<file path="src/rtl/addrstep_pkg.sv">
package addrstep_pkg;

  // Step strobes from control to datapath
  typedef struct packed {
    logic carryIn;   // a step is taken this cycle
    logic decrement; // 1: subtract one, 0: add one
    logic limitLow;  // kill the carry above the low field
  } stepStrobe_t;

  typedef enum logic [1:0] {
    PIN_IDLE  = 2'd0,
    PIN_LATCH = 2'd1,
    PIN_STEP  = 2'd2
  } pinSrc_t;

  typedef struct packed {
    stepStrobe_t step;
    pinSrc_t     pinSrc;
    logic        busOe;
  } ctrlStrobe_t;

endpackage

</file>
<file path="src/rtl/addrstep_ctrl.sv">
module addrstep_ctrl
  import addrstep_pkg::*;
(
  input  logic        stepReq,
  input  logic        dirDec,
  input  logic        dirFromOp,
  input  logic        opBit3,
  input  logic        limitMode,
  input  logic        haltState,
  input  logic        intState,
  input  logic        nmiState,
  input  logic        incBusOe,
  input  logic        pinSelInc,
  input  logic        pinSelLatch,
  output ctrlStrobe_t strobe
);

  logic holdStep;
  logic dirSel;

  // Any of the three service/halt states blocks the step
  assign holdStep = haltState | intState | nmiState;

  // Direction source is picked by mode
  assign dirSel = dirFromOp ? opBit3 : dirDec;

  always_comb begin
    strobe                = '0;
    strobe.step.carryIn   = stepReq & ~holdStep;
    strobe.step.decrement = dirSel;
    strobe.step.limitLow  = limitMode;
    strobe.busOe          = incBusOe;
    if (pinSelInc)        strobe.pinSrc = PIN_STEP;
    else if (pinSelLatch) strobe.pinSrc = PIN_LATCH;
    else                  strobe.pinSrc = PIN_IDLE;
  end

endmodule

</file>
<file path="src/rtl/addrstep_dpath.sv">
module addrstep_dpath
  import addrstep_pkg::*;
#(
  parameter int WIDTH      = 16,
  parameter int LIMIT_BITS = 6
) (
  input  logic             clk,
  input  logic             rstN,
  input  logic [WIDTH-1:0] busIn,
  input  logic             latchLoad,
  input  ctrlStrobe_t      strobe,
  output logic [WIDTH-1:0] latchQ,
  output logic [WIDTH-1:0] busOut,
  output logic [WIDTH-1:0] pinAddr
);

  localparam int CUT = LIMIT_BITS - 1;

  logic [WIDTH-1:0] stepped;
  logic [WIDTH:0]   carry;

  always_ff @(posedge clk or negedge rstN) begin
    if (!rstN)          latchQ <= '0;
    else if (latchLoad) latchQ <= busIn;
  end

  assign carry[0] = strobe.step.carryIn;

  // Ripple chain: a borrow passes through a zero bit, a carry through a one bit
  for (genvar i = 0; i < WIDTH; i++) begin : g_chain
    logic passBit;
    assign passBit    = strobe.step.decrement ? ~latchQ[i] : latchQ[i];
    assign stepped[i] = latchQ[i] ^ carry[i];
    if (i == CUT) begin : g_cut
      assign carry[i+1] = passBit & carry[i] & ~strobe.step.limitLow;
    end else begin : g_pass
      assign carry[i+1] = passBit & carry[i];
    end
  end

  assign busOut = strobe.busOe ? stepped : '0;

  always_comb begin
    unique case (strobe.pinSrc)
      PIN_STEP:  pinAddr = stepped;
      PIN_LATCH: pinAddr = latchQ;
      default:   pinAddr = '0;
    endcase
  end

endmodule

</file>
<file path="src/rtl/addrstep_top.sv">
module addrstep_top
  import addrstep_pkg::*;
#(
  parameter int WIDTH      = 16,
  parameter int LIMIT_BITS = 6
) (
  input  logic             clk,
  input  logic             rstN,
  input  logic [WIDTH-1:0] busIn,
  input  logic             latchLoad,
  input  logic             stepReq,
  input  logic             dirDec,
  input  logic             dirFromOp,
  input  logic             opBit3,
  input  logic             limitMode,
  input  logic             haltState,
  input  logic             intState,
  input  logic             nmiState,
  input  logic             incBusOe,
  input  logic             pinSelInc,
  input  logic             pinSelLatch,
  output logic [WIDTH-1:0] busOut,
  output logic [WIDTH-1:0] pinAddr
);

  ctrlStrobe_t      strobe;
  logic [WIDTH-1:0] latchQ;

  addrstep_ctrl u_ctrl (
    .stepReq     (stepReq),
    .dirDec      (dirDec),
    .dirFromOp   (dirFromOp),
    .opBit3      (opBit3),
    .limitMode   (limitMode),
    .haltState   (haltState),
    .intState    (intState),
    .nmiState    (nmiState),
    .incBusOe    (incBusOe),
    .pinSelInc   (pinSelInc),
    .pinSelLatch (pinSelLatch),
    .strobe      (strobe)
  );

  addrstep_dpath #(.WIDTH(WIDTH), .LIMIT_BITS(LIMIT_BITS)) u_dpath (
    .clk       (clk),
    .rstN      (rstN),
    .busIn     (busIn),
    .latchLoad (latchLoad),
    .strobe    (strobe),
    .latchQ    (latchQ),
    .busOut    (busOut),
    .pinAddr   (pinAddr)
  );

endmodule

</file>
<file path="config.mk">
export PLATFORM = sky130hd
export DESIGN_NAME = addrstep_top
export DESIGN_NICKNAME = d
export VERILOG_FILES = /design/src/rtl/addrstep_pkg.sv /design/src/rtl/addrstep_ctrl.sv /design/src/rtl/addrstep_dpath.sv /design/src/rtl/addrstep_top.sv
export SDC_FILE = /design/constraint.sdc
export NUM_CORES = 1
export LEC_CHECK = 0
export ABC_AREA = 1
export ABC_CLOCK_PERIOD_IN_PS = 1700
export CORE_MARGIN = 4
export CORE_UTILIZATION = 39
export CTS_BUF_LIST = sky130_fd_sc_hd__clkbuf_8
export CTS_CLUSTER_DIAMETER = 40
export DETAILED_ROUTE_END_ITERATION = 6
export PLACE_DENSITY = 0.79
export SLEW_MARGIN = 20
export SYNTH_ARGS = -nofsm -noshare
export SYNTH_HDL_FRONTEND = slang
export SYNTH_SLANG_ARGS = --single-unit
export TNS_END_PERCENT = 50
</file>
<file path="constraint.sdc">
create_clock -name clk -period 1.7 [get_ports clk]
set_input_delay 0.255 -clock clk [delete_from_list [all_inputs] [get_ports clk]]
set_output_delay 0.255 -clock clk [all_outputs]
set_load 0.005 [all_outputs]
</file>
# Word level (Yosys, flattened, before mapping)
# Cells that the tools add are included.
# totals
register_bits	16
inputBits	30
output_inout_bits	32
wordCells	75
# op_classes
n_eq_ne	2
n_mux	20
bitwise	52
# ops
operator	count
$pmux 16 s2	1
$and 1x1->1	17
$mux 1	17
$not 1->1	17
$mux 16	1
$xor 1x1->1	16
$eq 2x1->1 const B	1
$eq 2x2->1 const B	1
$mux 2	1
$or 1x1->1	2

# Depth between registers and ports, before layout
# Gate-level depths: netlist of run 1.
# depth
depth_word	22
mapped_depth	14
mapped_depth_nobuf	13

# Hierarchy
# A second synthesis of run 1 with hierarchy kept.
# unflattened
hier_cells	255
hier_area_um2	1581.5
# by_module_without_submodules
mod	n_inst	cells_per_inst	area_each_um2	seq_area_each_um2
addrstep_dpath	1	240	1508.9	400.4
addrstep_ctrl	1	15	72.6	0.0

# Worst setup path before layout of run 1
# No wires, ideal clock.
# synth_timing
path_type	reg-to-output
from	reg u_dpath.latchQ[0]
to	out busOut[12]
arrival_ns	1.528
t_required_ns	1.445
setup_slack_ns	-0.083
stages_incl_launch_ff	11
path_buffers	0
cell_sequence	dfrtp_1 inv_1 nand3_1 nand2_1 nand3_4 nor2_4 nand4_4 nor2_4 xor2_2 inv_1 nor2_1
# synth_between
elab_chain_len	17
# synth_rtl
item	line_no	text
start, declared	addrstep_dpath.sv:12	output logic [WIDTH-1:0] latchQ,
start signal, assigned	addrstep_dpath.sv:24	else if (latchLoad) latchQ <= busIn;
$not 1->1	addrstep_dpath.sv:32	assign passBit = strobe.step.decrement ? ~latchQ[i] : latchQ[i];
$mux 1 *	addrstep_dpath.sv:32	
$and 1x1->1 * (5 in series)	addrstep_dpath.sv:37	assign carry[i+1] = passBit & carry[i];
$and 1x1->1 * (2 in series)	addrstep_dpath.sv:35	assign carry[i+1] = passBit & carry[i] & ~strobe.step.limitLow;
$and 1x1->1 * (6 in series)	addrstep_dpath.sv:37	
$xor 1x1->1 *	addrstep_dpath.sv:33	assign stepped[i] = latchQ[i] ^ carry[i];
$mux 16 *	addrstep_dpath.sv:41	assign busOut = strobe.busOe ? stepped : '0;
end, declared	addrstep_top.sv:22	output logic [WIDTH-1:0] busOut,
# Every way passes the cells marked *; elsewhere a longest branch is shown, timed or not.

# Worst setup path in the final report of run 1
# layout_timing
from	in dirFromOp
to	out pinAddr[7]
# layout_between
elab_chain_len	12
word_cells_on_any_way	18
cone_classes	mux: 9; bitwise: 9
# layout_rtl
item	line_no	text
start, declared	addrstep_top.sv:13	input logic dirFromOp,
$mux 1 *	addrstep_ctrl.sv:25	assign dirSel = dirFromOp ? opBit3 : dirDec;
$mux 1	addrstep_dpath.sv:32	
$and 1x1->1 (5 in series)	addrstep_dpath.sv:37	
$and 1x1->1 (2 in series)	addrstep_dpath.sv:35	
$and 1x1->1 *	addrstep_dpath.sv:37	
$xor 1x1->1 *	addrstep_dpath.sv:33	
$pmux 16 s2 *	addrstep_dpath.sv:44	unique case (strobe.pinSrc)
end, declared	addrstep_top.sv:23	output logic [WIDTH-1:0] pinAddr
# Marked as above.

==> out/results.ini, run 1 <==
[detailed_routing]
vias = 1844
wl_per_cell_um = 14.6
dr.pass1.iters = 4
drcViolationCount = 0
first_iter_violations = 108
drt_wl_total_um = 5340
ant_nets = 0
viasPerCell = 5.05

[synth]
synth_fp_nets = 229
ys_seq_area_share_pct = 29.4
ys_types = 23
ys_ff_latch = 16
synthCells = 199
avgSynthCellArea_um2 = 6.85
syn-cell-area_mm2 = 0.00136
synth_top_cell_area_share_pct = 29.4
yosys-top-cells-area = dfrtp_1 29%, nand2_1 14%, xor2_1 8.4%, o21ai_0 7.3%, inv_1 7.2%
yosysWarningCount = 0
synth_area_leader_cell = dfrtp_1

[clocking]
htree_levels = 1
hold_buffers = 0
cts_buffer_depth = 2
clock-sinks = 16
root_buffer = clkbuf_8
tritoncts = built
cts_made_buffers = 3
clkTransAtPathRegs_ns = 0.06
worst_skew_pair.late_latency_ns = 0.25

[setup_path]
startpoint_type = input port
arrival_ns = 2.04
end_kind = primary output
r2r_cells = 7
cp_cell_sequence = buf_2, buf_12, inv_12, nand2_8, nand2_8, buf_8, inv_8, nor2_2, nor3_4, buf_6, nand2_4, a21oi_2, xor2_1, buf_4, o22ai_2, buf_2
cp_max_fo = 6
worstSetupPathType = input port to primary output
cp_slowest_cell = nor3_4
cp.required_ns = 1.44
cpPeakStageDelay_ns = 0.22

[floorplan]
fp.dieH_um = 67.1
io_pins = 62
rows = 21
core_area_mm2 = 0.00336
die_w_um = 67.1
die_area_mm2 = 0.00450
initial_utilization_pct = 40.5

[sta]
finalSetupViolations = 31
slew_headroom_pct = 80.6
tightest_slew_ns = 0.290
hold_violations = 0
final_max_slew_viol_count = 0
finalCritPeriodShare_pct = 135
setup_ws_ns = -0.592
clock_skew_ns = 0
period_minus_slack_ns = 2.29
fmax_mhz = 436
rsz0062_at_grt = true

[placed_design]
port_buffers = 61
gp_routability_congestion = 0.933
dpl.hpwl_um = 3320
dp.cells = 342

[global_routing]
grt_pass1_vias = 1800
grt_use_total_pct = 23.7
met2_usage_pct = 46.3
grt_overflow = 0
use_met3_pct = 3.37
busiest_layer = met2
antenna_found_initial = 0
gr-usage-met1_pct = 27.1
grt_pass1_wl_um = 8170
grt_max_degree = 33

[pwr]
p_switching_uw = 489
power_frac_comb_pct = 45.8
power_frac_clock_pct = 23.5
pwr-share-seq_pct = 30.7
p_int_uw = 958
leakagePower_uw = 0.00131
vdd_drop_max_mv = 0.473
p_per_area_mw_per_mm2 = 548
switching_share_pct = 33.8

[hold_path]
worstHoldPathType = input port to async pin

[layout]
syn_to_final_growth_pct = 93.8
layoutNonFillerInstCount = 365
top_register = u_dpath.latchQ
n_antenna_cell = 0
nNetsFinal = 350
post-route-util_pct = 78.5
drive_gt1_share_pct = 46.1
final_common_cell = buf_4
final_cell_mix = 54 x buf_4, 44 x nand2_1, 22 x clkdlybuf4s50_1
largest_reg_flops = 16
top_regs = u_dpath.latchQ (16)

[status]
status = complete, but fails checks
violations = setup timing

[flow_run]
cap_violations = 0

## cell type report
type	count	area [um^2]
inverter	27	121
timing repair buffer	123	1000
tap	46	57.6
sequential	16	400
fill	237	723
clock buffer	4	55.1
multi-input combinational	149	1010
## stage by stage
| stage | hold WS (ns) | power (uW) | setup TNS, ns | setup WS (ns) | instance area, um^2 |
|---|---|---|---|---|---|
| detailed placement | 0.595 | 1040 | -32.14 | -1.19 | 2360 |
| floorplan | -0.0406 | 685 | -0.183 | -0.0674 | 1390 |
| global placement | 0.587 | 1030 | -30.52 | -1.14 | 2360 |
| global route | 0.343 | 1530 | -15.99 | -0.697 | 2640 |
| finish | 0.322 | 1450 | -12.59 | -0.592 | 2640 |
| CTS | 0.326 | 1400 | -12.62 | -0.550 | 2580 |
## kinds of logic after synthesis
logic type	after synthesis	share of synthesized area, %
AOI/OAI and AO/OA	35	14.5
xor gates and xnor gates	14	9.55
buffers and inverters	34	9.92
DFF	16	29.4
and+or+nand+nor	100	36.6
## power by group through the flow
stage	sequential, uW	combinational, uW	clock, uW
final	444	663	340
after global routing	449	718	360
after CTS	442	616	346
after detailed placement	448	590	0
after global placement	447	581	0
after floorplan	447	238	0
## routing by layer
metal / share of wire, % / up-vias
li1: - / 877
met1: 37 / 877
met2: 56 / 84
met3: 6.7 / 6
met4: 0.49 / 0
met5: 0 / -
## path summary, 6_finish.rpt
path	start	slack, ns	endpoint
setup / recovery	dirFromOp	-0.59	pinAddr[7]
hold / removal	rstN	0.32	u_dpath.latchQ[15]
setup reg to reg	u_dpath.latchQ[1]	0.44	u_dpath.latchQ[1]
hold reg to reg	u_dpath.latchQ[15]	0.62	u_dpath.latchQ[15]
max in group asynchronous	rstN	1.19	u_dpath.latchQ[10]
min in group clk	busIn[5]	0.56	u_dpath.latchQ[5]
## critical path, delay by kind of cell
kind                      cells  cell delay, ns
buffers and inverters         8            0.91
AOI/OAI and AO/OA             2            0.17
and+or+nand+nor               5            0.47
xor gates and xnor gates      1            0.22
## synth_stat cells
library cell / n
a21oi_1: 1
buf_6: 1
clkbuf_1: 6
dfrtp_1: 16
inv_1: 26
inv_2: 1
nand2_1: 52
nand2_2: 3
nand2_4: 1
nand3_1: 13
nand3_2: 1
nand3_4: 1
nand4_1: 5
nand4_4: 1
nor2_1: 18
nor2_2: 1
nor2_4: 2
nor3_4: 2
o21ai_0: 20
o21ai_2: 2
o22ai_1: 12
xor2_1: 13
xor2_2: 1
## timing repair
action	in CTS	in global routing
pin swaps	25	17
setup endpoints to repair	32	32
resized for setup	134	33
buffers inserted	18	2
No activity file was read; power rests on OpenSTA's default activity.
==> run 2, diff against run 1 <==
- REMOVE_ABC_BUFFERS: default -> 1
==> run 2 against run 1 <==
The flow still finishes with violations (setup timing). Sequential cell count did not move. Sequential share of layout area rose by 0.50 points. Global-route usage down 1.8 points. Clock-buffer cell count did not move. Routed wire length is 6.8% lower. Largest cell class unchanged. Largest power group unchanged. Highest routed layer unchanged.
==> out/results.ini, run 2 (synthesis gave the netlist of run 1 again) <==
[pwr]
power_frac_comb_pct = 44.0  ; -1.8 points
p_switching_uw = 479  ; -2.0%
leakagePower_uw = 0.00134  ; +1.7%
p_int_uw = 930  ; -2.8%
switching_share_pct = 34.0  ; +0.20 points
power_frac_clock_pct = 24.4  ; +0.9 points
vdd_drop_max_mv = 0.459  ; -3.0%
pwr-share-seq_pct = 31.6  ; +0.9 points
p_per_area_mw_per_mm2 = 551  ; +0.64%

[detailed_routing]
first_iter_violations = 95  ; -12%
drt_wl_total_um = 4970  ; -6.8%
viasPerCell = 4.90  ; -3.1%
wl_per_cell_um = 13.9  ; -5.0%
vias = 1753  ; -4.9%
dr.pass1.iters = 4  ; unchanged
drcViolationCount = 0  ; unchanged
ant_nets = 0  ; unchanged

[placed_design]
gp_routability_congestion = 0.859  ; -8.0%
postPlaceCellArea_mm2 = 0.00229  ; -2.7%
port_buffers = 61  ; unchanged
dpl.hpwl_um = 3230  ; -2.5%

[floorplan]
die_area_mm2 = 0.00450  ; unchanged
initial_utilization_pct = 40.5  ; unchanged
io_pins = 62  ; unchanged
rows = 21  ; unchanged
core_area_mm2 = 0.00336  ; unchanged
die_w_um = 67.1  ; unchanged
fp.dieH_um = 67.1  ; unchanged

[layout]
drive_gt1_share_pct = 41.3  ; -4.7 points
top_regs = u_dpath.latchQ (16)
fin_area_mm2 = 0.00256  ; -3.2%
syn_to_final_growth_pct = 87.6
multi_input_area_um2 = 983  ; -2.2%
seqCellArea_um2 = 400  ; unchanged
n_antenna_cell = 0  ; unchanged
fillers = 240  ; +1.3%
largest_reg_flops = 16  ; unchanged
top_register = u_dpath.latchQ
final_cell_mix = 49 x buf_4, 42 x nand2_1, 23 x clkdlybuf4s50_1
final_common_cell = buf_4
nNetsFinal = 343  ; -2.0%

[setup_path]
cp_max_fo = 3  ; -3
cp-startpoint = u_dpath.latchQ[3]
startpoint_type = flop
worstSetupPathType = flop to primary output
arrival_ns = 2.01  ; -0.03 ns
end_kind = primary output
cp.required_ns = 1.44  ; about the same
worstReg2RegStart = u_dpath.latchQ[1]

[status]
status = complete, but fails checks
violations = setup timing

[sta]
hold_violations = 0  ; unchanged
finalCritPeriodShare_pct = 133  ; -1.4 points
fmax_mhz = 441  ; +1.0%
fin_hold_ws_ns = 0.317  ; -0.00533 ns
clock_skew_ns = 0  ; unchanged
period_minus_slack_ns = 2.27  ; -0.0232 ns
final_max_slew_viol_count = 0  ; unchanged
rsz0062_at_grt = true
tightest_slew_ns = 0.325  ; +0.0346 ns
finalSetupViolations = 31  ; unchanged
fin_setup_tns_ns = -11.91  ; +0.681 ns
slew_headroom_pct = 78.1  ; -2.5 points
setup_ws_ns = -0.569  ; +0.0232 ns

[global_routing]
grt_use_total_pct = 21.9  ; -1.8 points
grt_pass1_vias = 1695  ; -5.8%
grt_pass1_wl_um = 7670  ; -6.1%
grt_overflow = 0  ; unchanged
antenna_found_initial = 0  ; unchanged
grt_max_degree = 33  ; unchanged

[clocking]
tritoncts = built
htree_levels = 1  ; unchanged
worst_skew_pair.late_latency_ns = 0.25  ; about the same
clkTransAtPathRegs_ns = 0.07  ; about the same
cts_buffer_depth = 2  ; unchanged
root_buffer = clkbuf_8
cts_made_buffers = 3  ; unchanged
clock-sinks = 16  ; unchanged

[flow_run]
cap_violations = 0  ; unchanged

[hold_path]
worstHoldPathType = input port to async pin

-- run 2: cell types whose count changed in the layout (fill, tap and decap cells not counted), moves of 3 or more --
| cell | change |
|---|---|
| nand2_4 | +3 |
| xor2_1 | +3 |
| dlygate4sd2_1 | +3 |
| nand2_8 | -3 |
| dlymetal6s2s_1 | +5 |
| nand2_2 | +3 |
| buf_4 | -5 |
| clkbuf_2 | -5 |
| xor2_2 | -3 |
| clkdlybuf4s15_2 | -4 |
-- run 2: layout make-up --
class	count	share of cell area (%)
sequential	16	15.7
inverter	27	4.16
clock buffer	4	2.15
timing repair buffer	115	37.3
multi-input combinational	150	38.5
tap	46	2.25
-- run 2: final timing paths --
path | end | slack (ns) | cells past startpoint
max | busOut[7] | -0.57 | 11
min | u_dpath.latchQ[11] | 0.32 | 2
max reg2reg | u_dpath.latchQ[1] | 0.66 | 5
min reg2reg | u_dpath.latchQ[15] | 0.62 | 2
max in group asynchronous | u_dpath.latchQ[6] | 1.19 | 2
min in group clk | u_dpath.latchQ[9] | 0.56 | 3
-- run 2: metal layers --
metal	global-route usage, %	vias to the layer above	wire length (um)
met1	27.6	799	1970
met3	3.20	10	373
met5	0	-	0
met4	5.06	0	78
met2	39.0	77	2550
li1	-	867	-
-- run 2: power groups by stage --
stage | clock (uW) | sequential (uW) | combinational (uW)
global placement | 0 | 447 | 565
CTS | 350 | 443 | 578
detailed placement | 0 | 447 | 574
global route | 369 | 450 | 674
finish | 344 | 446 | 620
floorplan | 0 | 447 | 220
-- run 2: per-stage QoR --
stage                     cells  power, uW  setup WS [ns]  util [%]
after floorplan             192        667        -0.0882         -
after global placement      337       1010          -1.09      68.2
after detailed placement    337       1020          -1.14      68.2
after CTS                   354       1370         -0.585      72.7
after global routing        358       1490         -0.678      76.0
final                       358       1410         -0.569      76.0
-- run 2: repair_timing --
action | 4_1_cts | 5_1_grt
gates cloned | 1 | 0
resized for setup | 117 | 27
buffers inserted | 13 | 4
pin swaps | 24 | 20
hold buffers | 0 | 0
setup endpoints to repair | 32 | 32
-- run 2: worst max-delay path, cell delays in order, from the launching register on --
cell,delay [ns]
dfrtp_1,0.42
inv_2,0.09
nand3_2,0.08
nand2_2,0.09
nand3_4,0.08
nor2_4,0.13
buf_4,0.14
nand2_1,0.08
a21oi_2,0.13
xor2_1,0.21
nor2_1,0.06
dlygate4sd2_1,0.26
==> run 3, diff against run 2 <==
- SKIP_CTS_REPAIR_TIMING: default -> 1
==> run 3 against run 2 <==
The flow still finishes with violations (setup timing). Routed wire length up 0.74%. Power is 0.28% lower. Final cell count shrank 1.4%. Critical path depth is 1 higher. Clock-buffer cell count unchanged. Sequential cell count stayed put. Global-route usage fell by 3.2 points. Worst setup slack worse by 0.12 ns. Critical path type unchanged. Largest power group unchanged. Highest routed layer unchanged.
==> out/results.ini, run 3 (synthesis gave the netlist of run 1 again) <==
[setup_path]
cp_max_fo = 3  ; unchanged
startpoint_type = flop
end_kind = primary output
path_delay_family = buffers and inverters
r2r_cells = 4  ; -1
cp.required_ns = 1.44  ; about the same
cp.buffers_inverters = 5  ; +2
cp_slowest_cell = dfrtp_1
ff2ff_setup_slack_ns = 0.78  ; +0.12 ns
cpPeakStageDelay_ns = 0.42  ; about the same
worstReg2RegStart = u_dpath.latchQ[1]
cp_cell_sequence = inv_1, nand3_2, nand2_2, nand3_4, nor2_4, nand4_4, buf_4, buf_4, xor2_1, inv_1, o22ai_2, buf_2
cp-startpoint = u_dpath.latchQ[3]
r2r-end = u_dpath.latchQ[1]
worstSetupPathType = flop to primary output
arrival_ns = 2.14  ; +0.13 ns

[floorplan]
die_w_um = 67.1  ; unchanged
io_pins = 62  ; unchanged
core_area_mm2 = 0.00336  ; unchanged
initial_utilization_pct = 40.5  ; unchanged
fp.dieH_um = 67.1  ; unchanged
die_area_mm2 = 0.00450  ; unchanged
rows = 21  ; unchanged

[global_routing]
grt_max_degree = 33  ; unchanged
gr-usage-met1_pct = 24.0  ; -3.6 points
grt_pass1_vias = 1530  ; -9.7%
grt_pass1_wl_um = 6590  ; -14%
antenna_found_initial = 0  ; unchanged
grt_overflow = 0  ; unchanged
grt_use_total_pct = 18.7  ; -3.2 points
use_met3_pct = 2.70  ; -0.51 points
met2_usage_pct = 33.5  ; -5.5 points
busiest_layer = met2

[detailed_routing]
drcViolationCount = 0  ; unchanged
drt_wl_total_um = 5010  ; +0.74%
viasPerCell = 4.98  ; +1.8%
first_iter_violations = 100  ; +5.3%
ant_nets = 0  ; unchanged
vias = 1759  ; +0.34%
wl_per_cell_um = 14.2  ; +2.2%
dr.pass1.iters = 4  ; unchanged

[pwr]
p_switching_uw = 475  ; -0.95%
switching_share_pct = 33.8  ; -0.23 points
vdd_drop_max_mv = 0.435  ; -5.2%
power_frac_clock_pct = 24.5  ; about the same
pwr-share-seq_pct = 31.8  ; +0.2 points
leakagePower_uw = 0.00137  ; +2.4%
p_per_area_mw_per_mm2 = 555  ; +0.66%
power_frac_comb_pct = 43.7  ; -0.3 points
p_int_uw = 931  ; about the same
total_power_uw = 1410  ; -0.28%

[layout]
largest_reg_flops = 16  ; unchanged
seqCellArea_um2 = 400  ; unchanged
final_common_cell = buf_4
nNetsFinal = 338  ; -1.5%
fillers = 240  ; unchanged
n_antenna_cell = 0  ; unchanged
syn_to_final_growth_pct = 85.9
top_register = u_dpath.latchQ
multi_input_area_um2 = 958  ; -2.5%
post-route-util_pct = 75.3  ; -0.71 points
top_regs = u_dpath.latchQ (16)
drive_gt1_share_pct = 36.8  ; -4.5 points
final_cell_mix = 45 x buf_4, 44 x nand2_1, 31 x clkdlybuf4s50_1
layoutNonFillerInstCount = 353  ; -1.4%

[sta]
fmax_mhz = 418  ; -5.2%
final_max_slew_viol_count = 0  ; unchanged
setup_ws_ns = -0.694  ; -0.125 ns
finalCritPeriodShare_pct = 141  ; +7.3 points
rsz0062_at_grt = true
slew_headroom_pct = 70.9  ; -7.3 points
hold_violations = 0  ; unchanged
period_minus_slack_ns = 2.39  ; +0.125 ns
finalSetupViolations = 32  ; +3.2%
clock_skew_ns = 0  ; unchanged
tightest_slew_ns = 0.432  ; +0.108 ns

[placed_design]
dpl.hpwl_um = 3230  ; unchanged
gp_routability_congestion = 0.859  ; unchanged
port_buffers = 61  ; unchanged
dp.cells = 337  ; unchanged

[status]
status = complete, but fails checks
violations = setup timing

[clocking]
tritoncts = built
htree_levels = 1  ; unchanged
root_buffer = clkbuf_8
clock-sinks = 16  ; unchanged
cts_made_buffers = 3  ; unchanged
worst_skew_pair.late_latency_ns = 0.25  ; about the same
cts_buffer_depth = 2  ; unchanged
clkTransAtPathRegs_ns = 0.07  ; about the same

[hold_path]
worstHoldPathType = input port to async pin

[flow_run]
cap_violations = 0  ; unchanged

run 3: changes by cell type in the layout (fill, tap and decap cells not counted), sizes merged:
| cell | change |
|---|---|
| buf | -13 |
| dlymetal6s2s | +9 |
| clkdlybuf4s15 | -3 |
| clkbuf | +6 |
| clkdlybuf4s50 | +8 |
| dlygate4sd2 | -12 |
run 3: power by group through the flow:
stage,Combinational [uW],Sequential [uW],Clock (uW)
floorplan,220,447,0
global placement,565,447,0
detailed placement,574,447,0
CTS,577,441,350
global route,662,450,368
finish,614,447,345
run 3: layout make-up:
cell class / count / area share, %
multi-input cells: 150 / 37.8
repair buffers: 110 / 37.8
flip-flops and latches: 16 / 15.8
inverters: 27 / 4.10
well taps: 46 / 2.27
clock buffers: 4 / 2.17
run 3: worst reg2reg max path: cells and delay by family, from the launching register on:
family | cells | cell delay (ns)
DFF | 1 | 0.40
buffers and inverters | 3 | 0.31
AOI/OAI and AO/OA | 1 | 0.13
run 3: through the flow:
stage	hold slack [ns]	TNS [ns]	setup WS, ns	cell area [um^2]
6_report	0.317	-15.97	-0.694	2530
5_1_grt	0.334	-18.84	-0.802	2530
4_1_cts	0.322	-29.31	-1.14	2350
3_5_place_dp	0.568	-29.23	-1.14	2290
3_3_place_gp	0.568	-27.84	-1.09	2290
2_1_floorplan	-0.0406	-0.601	-0.0882	1330
run 3: how the worst max path moves through the flow:
stage | endpoint | slack (ns) | cells past startpoint
floorplan | busOut[12] | -0.09 | 12
global placement | pinAddr[13] | -1.09 | 14
detailed placement | pinAddr[10] | -1.14 | 14
CTS | pinAddr[14] | -1.14 | 15
global route | pinAddr[10] | -0.80 | 12
finish | pinAddr[10] | -0.69 | 12
run 3: metal layers:
layer / part of all wire [%] / routed length [um] / vias to the layer above
met4: 1.5 / 74 / 0
met3: 4.1 / 207 / 8
met1: 42 / 2090 / 831
li1: - / - / 858
met5: 0 / 0 / -
met2: 53 / 2630 / 62
